$ cat config.mk
export PLATFORM = sky130hd
export DESIGN_NAME = multiformat_adder
export DESIGN_NICKNAME = d
export VERILOG_FILES = /design/src/rtl/mfa_pkg.sv /design/src/rtl/mfa_negate.sv /design/src/rtl/mfa_twos_path.sv /design/src/rtl/mfa_ones_path.sv /design/src/rtl/mfa_smag_path.sv /design/src/rtl/multiformat_adder.sv
export SDC_FILE = /design/constraint.sdc
export NUM_CORES = 1
export LEC_CHECK = 0
export BUFFER_PORTS_ARGS = -buffer_cell sky130_fd_sc_hd__buf_2
export CAP_MARGIN = 20
export CORE_ASPECT_RATIO = 1.5
export CORE_UTILIZATION = 35
export CTS_BUF_LIST = sky130_fd_sc_hd__clkbuf_4 sky130_fd_sc_hd__clkbuf_8
export DETAILED_ROUTE_END_ITERATION = 8
export GPL_TIMING_DRIVEN = 0
export PLACE_DENSITY = 0.59
export SYNTH_ARGS = -nofsm -noshare
export SYNTH_HDL_FRONTEND = slang
export SYNTH_SLANG_ARGS = --single-unit
$ cat constraint.sdc
create_clock -name clk -period 8.5 [get_ports clk]
set_input_delay 0.85 -clock clk [delete_from_list [all_inputs] [get_ports clk]]
set_output_delay 0.85 -clock clk [all_outputs]
set_load 0.01 [all_outputs]
$ cat src/rtl/mfa_pkg.sv
package mfa_pkg;
  typedef enum logic [1:0] {
    FMT_TWOS = 2'd0,
    FMT_ONES = 2'd1,
    FMT_SMAG = 2'd2,
    FMT_TWO2 = 2'd3
  } fmt_e;
endpackage

$ cat src/rtl/mfa_negate.sv
module mfa_negate
  import mfa_pkg::*;
#(
  parameter int W = 8
) (
  input  logic [1:0]   fmt,
  input  logic         sub,
  input  logic [W-1:0] b,
  output logic [W-1:0] b_eff,
  output logic         cin
);
  always_comb begin
    b_eff = b;
    cin   = 1'b0;
    unique case (fmt_e'(fmt))
      FMT_ONES: b_eff = sub ? ~b : b;
      FMT_SMAG: b_eff = {b[W-1] ^ sub, b[W-2:0]};
      default: begin
        // two's: controlled inversion plus carry-in
        b_eff = b ^ {W{sub}};
        cin   = sub;
      end
    endcase
  end
endmodule

$ cat src/rtl/mfa_twos_path.sv
module mfa_twos_path #(
  parameter int W = 8
) (
  input  logic [W-1:0] a,
  input  logic [W-1:0] b_eff,
  input  logic         cin,
  output logic [W-1:0] s,
  output logic         ovf,
  output logic         cout
);
  logic [W:0] raw;
  always_comb begin
    raw  = {1'b0, a} + {1'b0, b_eff} + (W+1)'(cin);
    s    = raw[W-1:0];
    cout = raw[W];
    ovf  = (a[W-1] == b_eff[W-1]) && (raw[W-1] != a[W-1]);
  end
endmodule

$ cat src/rtl/mfa_ones_path.sv
module mfa_ones_path #(
  parameter int W = 8
) (
  input  logic [W-1:0] a,
  input  logic [W-1:0] b_eff,
  output logic [W-1:0] s,
  output logic         ovf
);
  logic [W:0]   raw;
  logic [W-1:0] wrap;
  always_comb begin
    raw  = {1'b0, a} + {1'b0, b_eff};
    wrap = raw[W-1:0] + W'(raw[W]);
    ovf  = (a[W-1] == b_eff[W-1]) && (wrap[W-1] != a[W-1]);
    s    = (&wrap) ? '0 : wrap;
  end
endmodule

$ cat src/rtl/mfa_smag_path.sv
module mfa_smag_path #(
  parameter int W = 8
) (
  input  logic [W-1:0] a,
  input  logic [W-1:0] b_eff,
  output logic [W-1:0] s,
  output logic         ovf
);
  localparam int MW = W - 1;

  logic [MW-1:0] ma, mb, diff, mag;
  logic [MW:0]   msum;
  logic          sa, sb, same, a_ge, sgn;

  always_comb begin
    sa   = a[W-1];
    sb   = b_eff[W-1];
    ma   = a[MW-1:0];
    mb   = b_eff[MW-1:0];
    same = (sa == sb);
    a_ge = (ma >= mb);
    msum = {1'b0, ma} + {1'b0, mb};
    diff = a_ge ? (ma - mb) : (mb - ma);
    mag  = same ? msum[MW-1:0] : diff;
    sgn  = same ? sa : (a_ge ? sa : sb);
    ovf  = same && msum[MW];
    s    = (mag == '0) ? '0 : {sgn, mag};
  end
endmodule

$ cat src/rtl/multiformat_adder.sv
module multiformat_adder
  import mfa_pkg::*;
#(
  parameter int W = 8
) (
  input  logic         clk,
  input  logic         rst,
  input  logic         in_valid,
  input  logic [1:0]   fmt,
  input  logic         sub,
  input  logic [W-1:0] a,
  input  logic [W-1:0] b,
  output logic         out_valid,
  output logic [W-1:0] sum,
  output logic         ovf,
  output logic         carry
);
  logic [W-1:0] b_eff;
  logic         cin;
  logic [W-1:0] s_two, s_one, s_sm, s_sel;
  logic         o_two, o_one, o_sm, o_sel, c_two, c_sel;

  mfa_negate #(.W(W)) u_neg (
    .fmt(fmt), .sub(sub), .b(b), .b_eff(b_eff), .cin(cin)
  );

  mfa_twos_path #(.W(W)) u_two (
    .a(a), .b_eff(b_eff), .cin(cin), .s(s_two), .ovf(o_two), .cout(c_two)
  );

  mfa_ones_path #(.W(W)) u_one (
    .a(a), .b_eff(b_eff), .s(s_one), .ovf(o_one)
  );

  mfa_smag_path #(.W(W)) u_sm (
    .a(a), .b_eff(b_eff), .s(s_sm), .ovf(o_sm)
  );

  always_comb begin
    unique case (fmt_e'(fmt))
      FMT_ONES: begin s_sel = s_one; o_sel = o_one; c_sel = 1'b0; end
      FMT_SMAG: begin s_sel = s_sm;  o_sel = o_sm;  c_sel = 1'b0; end
      default:  begin s_sel = s_two; o_sel = o_two; c_sel = c_two; end
    endcase
  end

  always_ff @(posedge clk) begin
    if (rst) begin
      out_valid <= 1'b0;
      sum       <= '0;
      ovf       <= 1'b0;
      carry     <= 1'b0;
    end else begin
      out_valid <= in_valid;
      if (in_valid) begin
        sum   <= s_sel;
        ovf   <= o_sel;
        carry <= c_sel;
      end
    end
  end
endmodule

==> results.txt, run 1 <==
Outcome -> finished clean
Critical Path Start Type -> input port
Tot Pwr -> 390 uW
Delay-heaviest family, CP -> compound AO/OA/AOI/OAI gates
Peak VDD IR -> 0.0000399 V
Pin count of the biggest net entering global routing -> 11
Clock H-tree levels -> 1
Period Utilization, post-route -> 0.749
Global Route met3 Usage -> 0.0239
Layout cells sized above 1 -> 0.163
CP Capture Type -> flip-flop
Average instance area after synthesis -> 7.44 um2
Max incr delay on CP -> 0.69 ns
CTS tree -> done
RSZ-0062 raised after global routing -> false
HP Class -> flip-flop to flip-flop
Max Slew Vio Count -> 0
WP buf/inv -> 5
Final min period -> 6.37 ns
Ys async rst share -> 0
Die width -> 67.4 um
Area contributors post-synth -> ha_1 (15%), dfxtp_1 (9.8%), nor2_1 (4.7%)
I/O Buffers -> 31
Wirelength per Cell -> 15.7 um
Core Region -> 0.00617 mm2
# resized after CTS -> 0
Met1 usage -> 0.205
Leading area contributor after synthesis -> ha_1
Max Clock Skew -> 0 ns
Hold Violations, Final -> 0
CTS Buf Count -> 3
WP data required -> 8.62 ns
Total GRT Usage -> 0.211
Residual DRC -> 0
Worst-margin pin slew -> 0.745 ns
Hold depth -> 2
Seq. cell area -> 220 um2
Post-Synthesis Cells -> 302
Max-cap violations -> 0
Post-synth top cells -> nor2_1 (28), ha_1 (27), inv_1 (27)
Worst Path Arrival -> 6.48 ns
Area delta synth->final -> 13.2%
Register-to-Register Path Depth -> 3
Count leader, synth -> nor2_1
GP Congestion -> 0.898
First-pass GRT wire length -> 10700 um
Antenna cell count -> 0
DP Wirelength -> 5430 um
Via count -> 2300
Sequential share of the synthesized area -> 0.0981
CP Class -> input port to flip-flop
Post-synth EDFFs -> 0
Clk_lat worst skew -> 0.25 ns
Power Dens Cells -> 154 mW/mm2
Clock Root Buffer -> clkbuf_8
DRT Pass-1 Iters -> 4
GRT Max-Usage Layer -> met2
Mapped Nets -> 354
Mapped Area -> 0.00225 mm2
Final #Nets -> 390
Drt total wl -> 6440 um
M2 GR Usage -> 0.400
Clock sinks -> 11
Crit path cell chain -> buf_2 > inv_1 > ha_1 > clkbuf_1 > inv_1 > nor2_1 > nor2b_1 > clkbuf_1 > a211oi_1 > ha_1 > fa_1 > nand2b_1 > a2bb2oi_2 > a41o_1 > o21ai_0 > nand2b_1 > ha_1 > nand3_1 > nand2b_1 > xnor2_1 > a41oi_2 > a222oi_1 > a211oi_1
Synth cell types -> 66
Die area -> 0.00675 mm2
Vias in the first global route -> 2270
Starting Density -> 0.364
Clock tree buffer depth -> 2
Worst path depth -> 23
Fmax -> 0.157 GHz
Slowest cell on crit path -> a211oi_1
CP Max Fanout -> 9
Filler instances -> 660
I/O Pins -> 33
Std-Cell Rows -> 35
Gr ovfl total -> 0
Area of the multi-input gates -> 0.00185 mm2
Die height -> 100 um
Final setup violation count -> 0
Yosys synthesis warning count -> 0
Fin Setup TNS -> 0 ns
Setup Fix Bufs, Post-CTS -> 0
Yosys top cell area share -> 0.150
Avg Vias per Cell -> 5.60
Hold_buf cts -> 0
Initial antenna violation count -> 0
Worst slew margin -> 0.501
Ys flop type -> dfxtp_1
Leakage -> 1.11 nW
Post-route ant nets -> 0
Initial DRC Count -> 72
Reg clk slew, reported paths -> 0.05 ns
Flops & latches, synth -> 11
## registers in the layout, indices dropped and copies added, names as in the netlist
name	cells
sum	8
out_valid	1
ovf	1
carry	1
## cell usage in the layout, fill, tap and decap left out, drive strengths merged, types with 3 or more instances in the layout
cell type and count:
nor2b 5, a211oi 9, a21oi 18, nand3 10, buf 37, a31o 3
and2 3, a311oi 5, clkbuf 13, o221ai 4, o21ai 7, fa 3
nor4 3, nand2 17, a21o 3, nand2b 11, o211ai 3, nor3 7
or3 5, or2 3, a41oi 5, dfxtp 11, xor2 9, a31oi 6
nand4 4, xnor2 14, a22oi 5, nor2 28, ha 27, inv 29
## worst register-to-register path: stages, from the launching register on
cell and delay [ns]:
dfxtp_1 0.32, nor2_1 0.04, a311o_1 0.30, a41oi_1 0.16
## worst paths after layout
check	start	end	slack [ns]
worst max-delay path	fmt[0]	sum[2]	2.13
worst min register to register	carry	carry	0.47
worst max register to register	sum[7]	sum[7]	7.59
worst min-delay path	carry	carry	0.47
## cells by family after synthesis
group | share of synthesized area
flip-flops | 0.0980
buffers and inverters | 0.0774
AO/OA/AOI/OAI | 0.300
adder cells (fa/ha/maj) | 0.177
AND/OR/NAND/NOR | 0.246
multiplexers | 0.00501
XOR/XNOR | 0.0964
## per-stage QoR
stage / worst slack, ns / area (um2) / util / hold WS (ns) / instances
floorplan: 3.50 / 2250 / - / 0.490 / 302
global placement: 1.93 / 2490 / 0.404 / 0.453 / 407
detailed placement: 1.87 / 2490 / 0.404 / 0.460 / 407
CTS: 2.13 / 2540 / 0.412 / 0.470 / 411
global route: 1.67 / 2540 / 0.412 / 0.508 / 411
finish: 2.13 / 2540 / 0.412 / 0.467 / 411
## per-layer routing
metal	wire length, um	vias up
met5	0	-
met4	383	0
met3	157	25
met2	3480	54
met1	2420	1048
li1	-	1173
## report_power, final
part	internal [mW]	switching [mW]
combinational	0.108	0.166
sequential	0.0570	0.00216
clock	0.0362	0.0212
## final cells by class
cell class	count	area share
plain buffers	15	0.0256
clock buffers	4	0.0192
inverters	29	0.0428
multi-input cells	247	0.728
flip-flops and latches	11	0.0866
well taps	74	0.0364
repair buffers	31	0.0610
No activity file was read; power rests on OpenSTA's default activity.
==> run 2, diff against run 1 <==
ABC_AREA = 1   (was default)
clock period = 6.3 ns   (was 8.5 ns; I/O delays follow)
==> run 2 against run 1 <==
- sequential power is 34% higher
- first-iteration DRC count rose by 56%
- critical path depth is 4 higher
- largest power group unchanged
- setup slack worse by 1.1 ns
- critical endpoint is now sum[7]
- largest cell class unchanged
- clock skew unchanged
- wire length up 1.5%
==> results.txt, run 2 <==
Dpl ws -> 0.746 ns (-1.12 ns)
Slowest cell on crit path -> o22ai_1
Yosys synthesis warning count -> 0 (unchanged)
Peak VDD IR -> 0.0000649 V (+63%)
Mapped Area -> 0.00238 mm2 (+5.8%)
Die area -> 0.00713 mm2 (+5.7%)
Ys flop type -> dfxtp_1
Pin count of the biggest net entering global routing -> 11 (unchanged)
Yosys top cell area share -> 0.188 (+0.0375)
Std-Cell Rows -> 36 (+2.9%)
Ys async rst share -> 0 (unchanged)
Synth cell types -> 38 (-42%)
Average instance area after synthesis -> 5.77 um2 (-22%)
WP data required -> 6.43 ns (-2.19 ns)
Clock H-tree levels -> 1 (unchanged)
DRT Pass-1 Iters -> 4 (unchanged)
Leakage -> 1.47 nW (+32%)
Max-cap violations -> 0 (unchanged)
Multiplexer share of the synthesized area -> 0 (-0.00501)
Most frequent cells in the layout -> nand2_1 (119), inv_1 (67), nand3_1 (40)
I/O Buffers -> 31 (unchanged)
# resized after CTS -> 0 (unchanged)
Area contributors post-synth -> nand2_1 (19%), ha_1 (14%), inv_1 (11%)
Die height -> 103 um (+2.8%)
RSZ-0062 raised after global routing -> false
Post-synth EDFFs -> 0 (unchanged)
WP buf/inv -> 6 (+1)
Flops & latches, synth -> 11 (unchanged)
Clock tree buffer depth -> 2 (unchanged)
First-pass GRT wire length -> 11000 um (+2.8%)
I/O Pins -> 33 (unchanged)
Largest Register -> sum
Clk pwr share -> 0.141 (-0.006)
Initial antenna violation count -> 0 (unchanged)
Outcome -> finished clean
Sw power -> 273 uW (+44%)
GP Congestion -> 0.891 (-0.75%)
Pint -> 255 uW (+27%)
Worst Path Arrival -> 5.40 ns (-1.08 ns)
Final core occ -> 0.410 (-0.00198)
Layout Cells excl Fill -> 523 (+27%)
Max incr delay on CP -> 0.69 ns (about the same)
Starting Density -> 0.364 (about the same)
Area delta synth->final -> 12.6%
Die width -> 69.3 um (+2.8%)
Placed insts -> 519 (+28%)
CP Max Fanout -> 10 (+1)
Avg Vias per Cell -> 4.93 (-12%)
Sw Share -> 0.517 (+0.0314)
Reg clk slew, reported paths -> 0.05 ns (about the same)
CTS Buf Count -> 3 (unchanged)
CP Capture Type -> flip-flop
Fmax -> 0.190 GHz
Leading cell type in the layout, fill and taps excluded -> nand2_1
Synth Area in Simple Gates -> 0.419 (+0.173)
Layout cells sized above 1 -> 0.136 (-0.0267)
Via count -> 2581 (+12%)
Drt total wl -> 6540 um (+1.5%)
Clock Root Buffer -> clkbuf_8
Count leader, synth -> nand2_1
Period Utilization, post-route -> 0.837
Synth Area in Compound Gates -> 0.126 (-0.174)
Sequential share of the synthesized area -> 0.0926 (-0.00542)
DP Wirelength -> 5550 um (+2.2%)
Xor/xnor share of the synthesized area -> 0.0589 (-0.0374)
Worst slew margin -> 0.539 (+0.0387)
Max Slew Vio Count -> 0 (unchanged)
Antenna cell count -> 0 (unchanged)
Combinational Power Share -> 0.709 (+0.008)
Filler instances -> 751 (+14%)
CTS tree -> done
Final #Nets -> 500 (+28%)
Delay-heaviest family, CP -> simple AND/OR/NAND/NOR gates
Max Clock Skew -> 0 ns (unchanged)
Setup Fix Bufs, Post-CTS -> 0 (unchanged)
Core Region -> 0.00653 mm2 (+5.8%)
Worst-margin pin slew -> 0.691 ns (-0.0536 ns)
Total GRT Usage -> 0.193 (-0.0187)
CP Class -> input port to flip-flop
Final Worst Setup Slack -> 1.03 ns (-1.10 ns)
Wirelength per Cell -> 12.5 um (-20%)
Hold_buf cts -> 0 (unchanged)
Leading area contributor after synthesis -> nand2_1
Post-synth top cells -> nand2_1 (119), inv_1 (67), nand3_1 (40)
Final setup violation count -> 0 (unchanged)
Seq. cell area -> 220 um2 (unchanged)
Top cell by count, worst path -> nand2_1
Flop pwr share -> 0.150 (about the same)
Critical Path Start Type -> input port
WHS -> 0.460 ns (-0.00668 ns)
Hold Violations, Final -> 0 (unchanged)
Gr ovfl total -> 0 (unchanged)
Vias in the first global route -> 2477 (+9.1%)
HP Class -> flip-flop to flip-flop
Max reg flops -> 8 (unchanged)
Area of the multi-input gates -> 0.00183 mm2 (-0.95%)
Final min period -> 5.27 ns
Adder-Cell Fraction of Synth Area -> 0.167 (-0.00979)
Largest family of logic cells by synthesized area -> simple AND/OR/NAND/NOR gates
Post-Synthesis Cells -> 412 (+36%)
Clock sinks -> 11 (unchanged)
Power Dens Cells -> 197 mW/mm2 (+28%)
Mapped Nets -> 464 (+31%)
Post-route ant nets -> 0 (unchanged)
Residual DRC -> 0 (unchanged)
Fin Setup TNS -> 0 ns (unchanged)
Initial DRC Count -> 112 (+56%)
Clk_lat worst skew -> 0.24 ns (about the same)
==> run 2: cell count changes after synthesis, moves of 6 or more <==
cell / change
nand2_1: +102
inv_1: +40
nand3_1: +31
nand2b_1: -10
nor2_1: +9
nand2_2: +8
o21ai_0: +8
a211oi_1: -6
clkbuf_1: -6
nand4_1: +6
o22ai_1: +6
==> run 2: logic make-up (layout without fill, tap and decap cells) <==
logic type,after synthesis,in the layout
flip-flops,11,11
AND/OR/NAND/NOR,225,225
AO/OA/AOI/OAI,51,51
adder cells (fa/ha/maj),30,30
buffers and inverters,79,114
XOR/XNOR,16,16
==> run 2: routing by layer <==
metal  GRT usage  share of wire  wire length [um]
met1       0.201           0.41              2660
met2       0.391           0.55              3580
met3     0.00391          0.014                91
met4      0.0989          0.031               206
met5           0              0                 0
==> run 2: worst paths after layout <==
check	startpoint	end	slack, ns	cells past startpoint
worst max-delay path	fmt[0]	sum[7]	1.03	27
worst min-delay path	ovf	ovf	0.46	2
worst max register to register	sum[5]	sum[5]	5.66	2
worst min register to register	ovf	ovf	0.46	2
==> run 2: tightest hold or removal path, cell delays in order (launching register included) <==
cell and delay (ns):
dfxtp_1 0.30, nand2_1 0.06, a21oi_1 0.05
==> run 2: cell type report <==
type | instances | area share
plain buffers | 8 | 0.0201
clock buffers | 4 | 0.0182
inverters | 71 | 0.101
multi-input cells | 322 | 0.685
flip-flops and latches | 11 | 0.0823
well taps | 76 | 0.0355
repair buffers | 31 | 0.0580
==> run 2: power by group through the flow <==
stage	registers (mW)	clock network (mW)	logic, mW
floorplan	0.0841	0	0.284
global placement	0.0802	0	0.371
detailed placement	0.0803	0	0.373
CTS	0.0790	0.0761	0.376
global route	0.0800	0.0786	0.428
finish	0.0789	0.0743	0.374
==> run 2: through the flow <==
| step | total power [mW] | cell area, um2 |
|---|---|---|
| after floorplan | 0.368 | 2380 |
| after global placement | 0.451 | 2630 |
| after detailed placement | 0.453 | 2630 |
| after CTS | 0.531 | 2680 |
| after global routing | 0.586 | 2680 |
| final | 0.527 | 2680 |
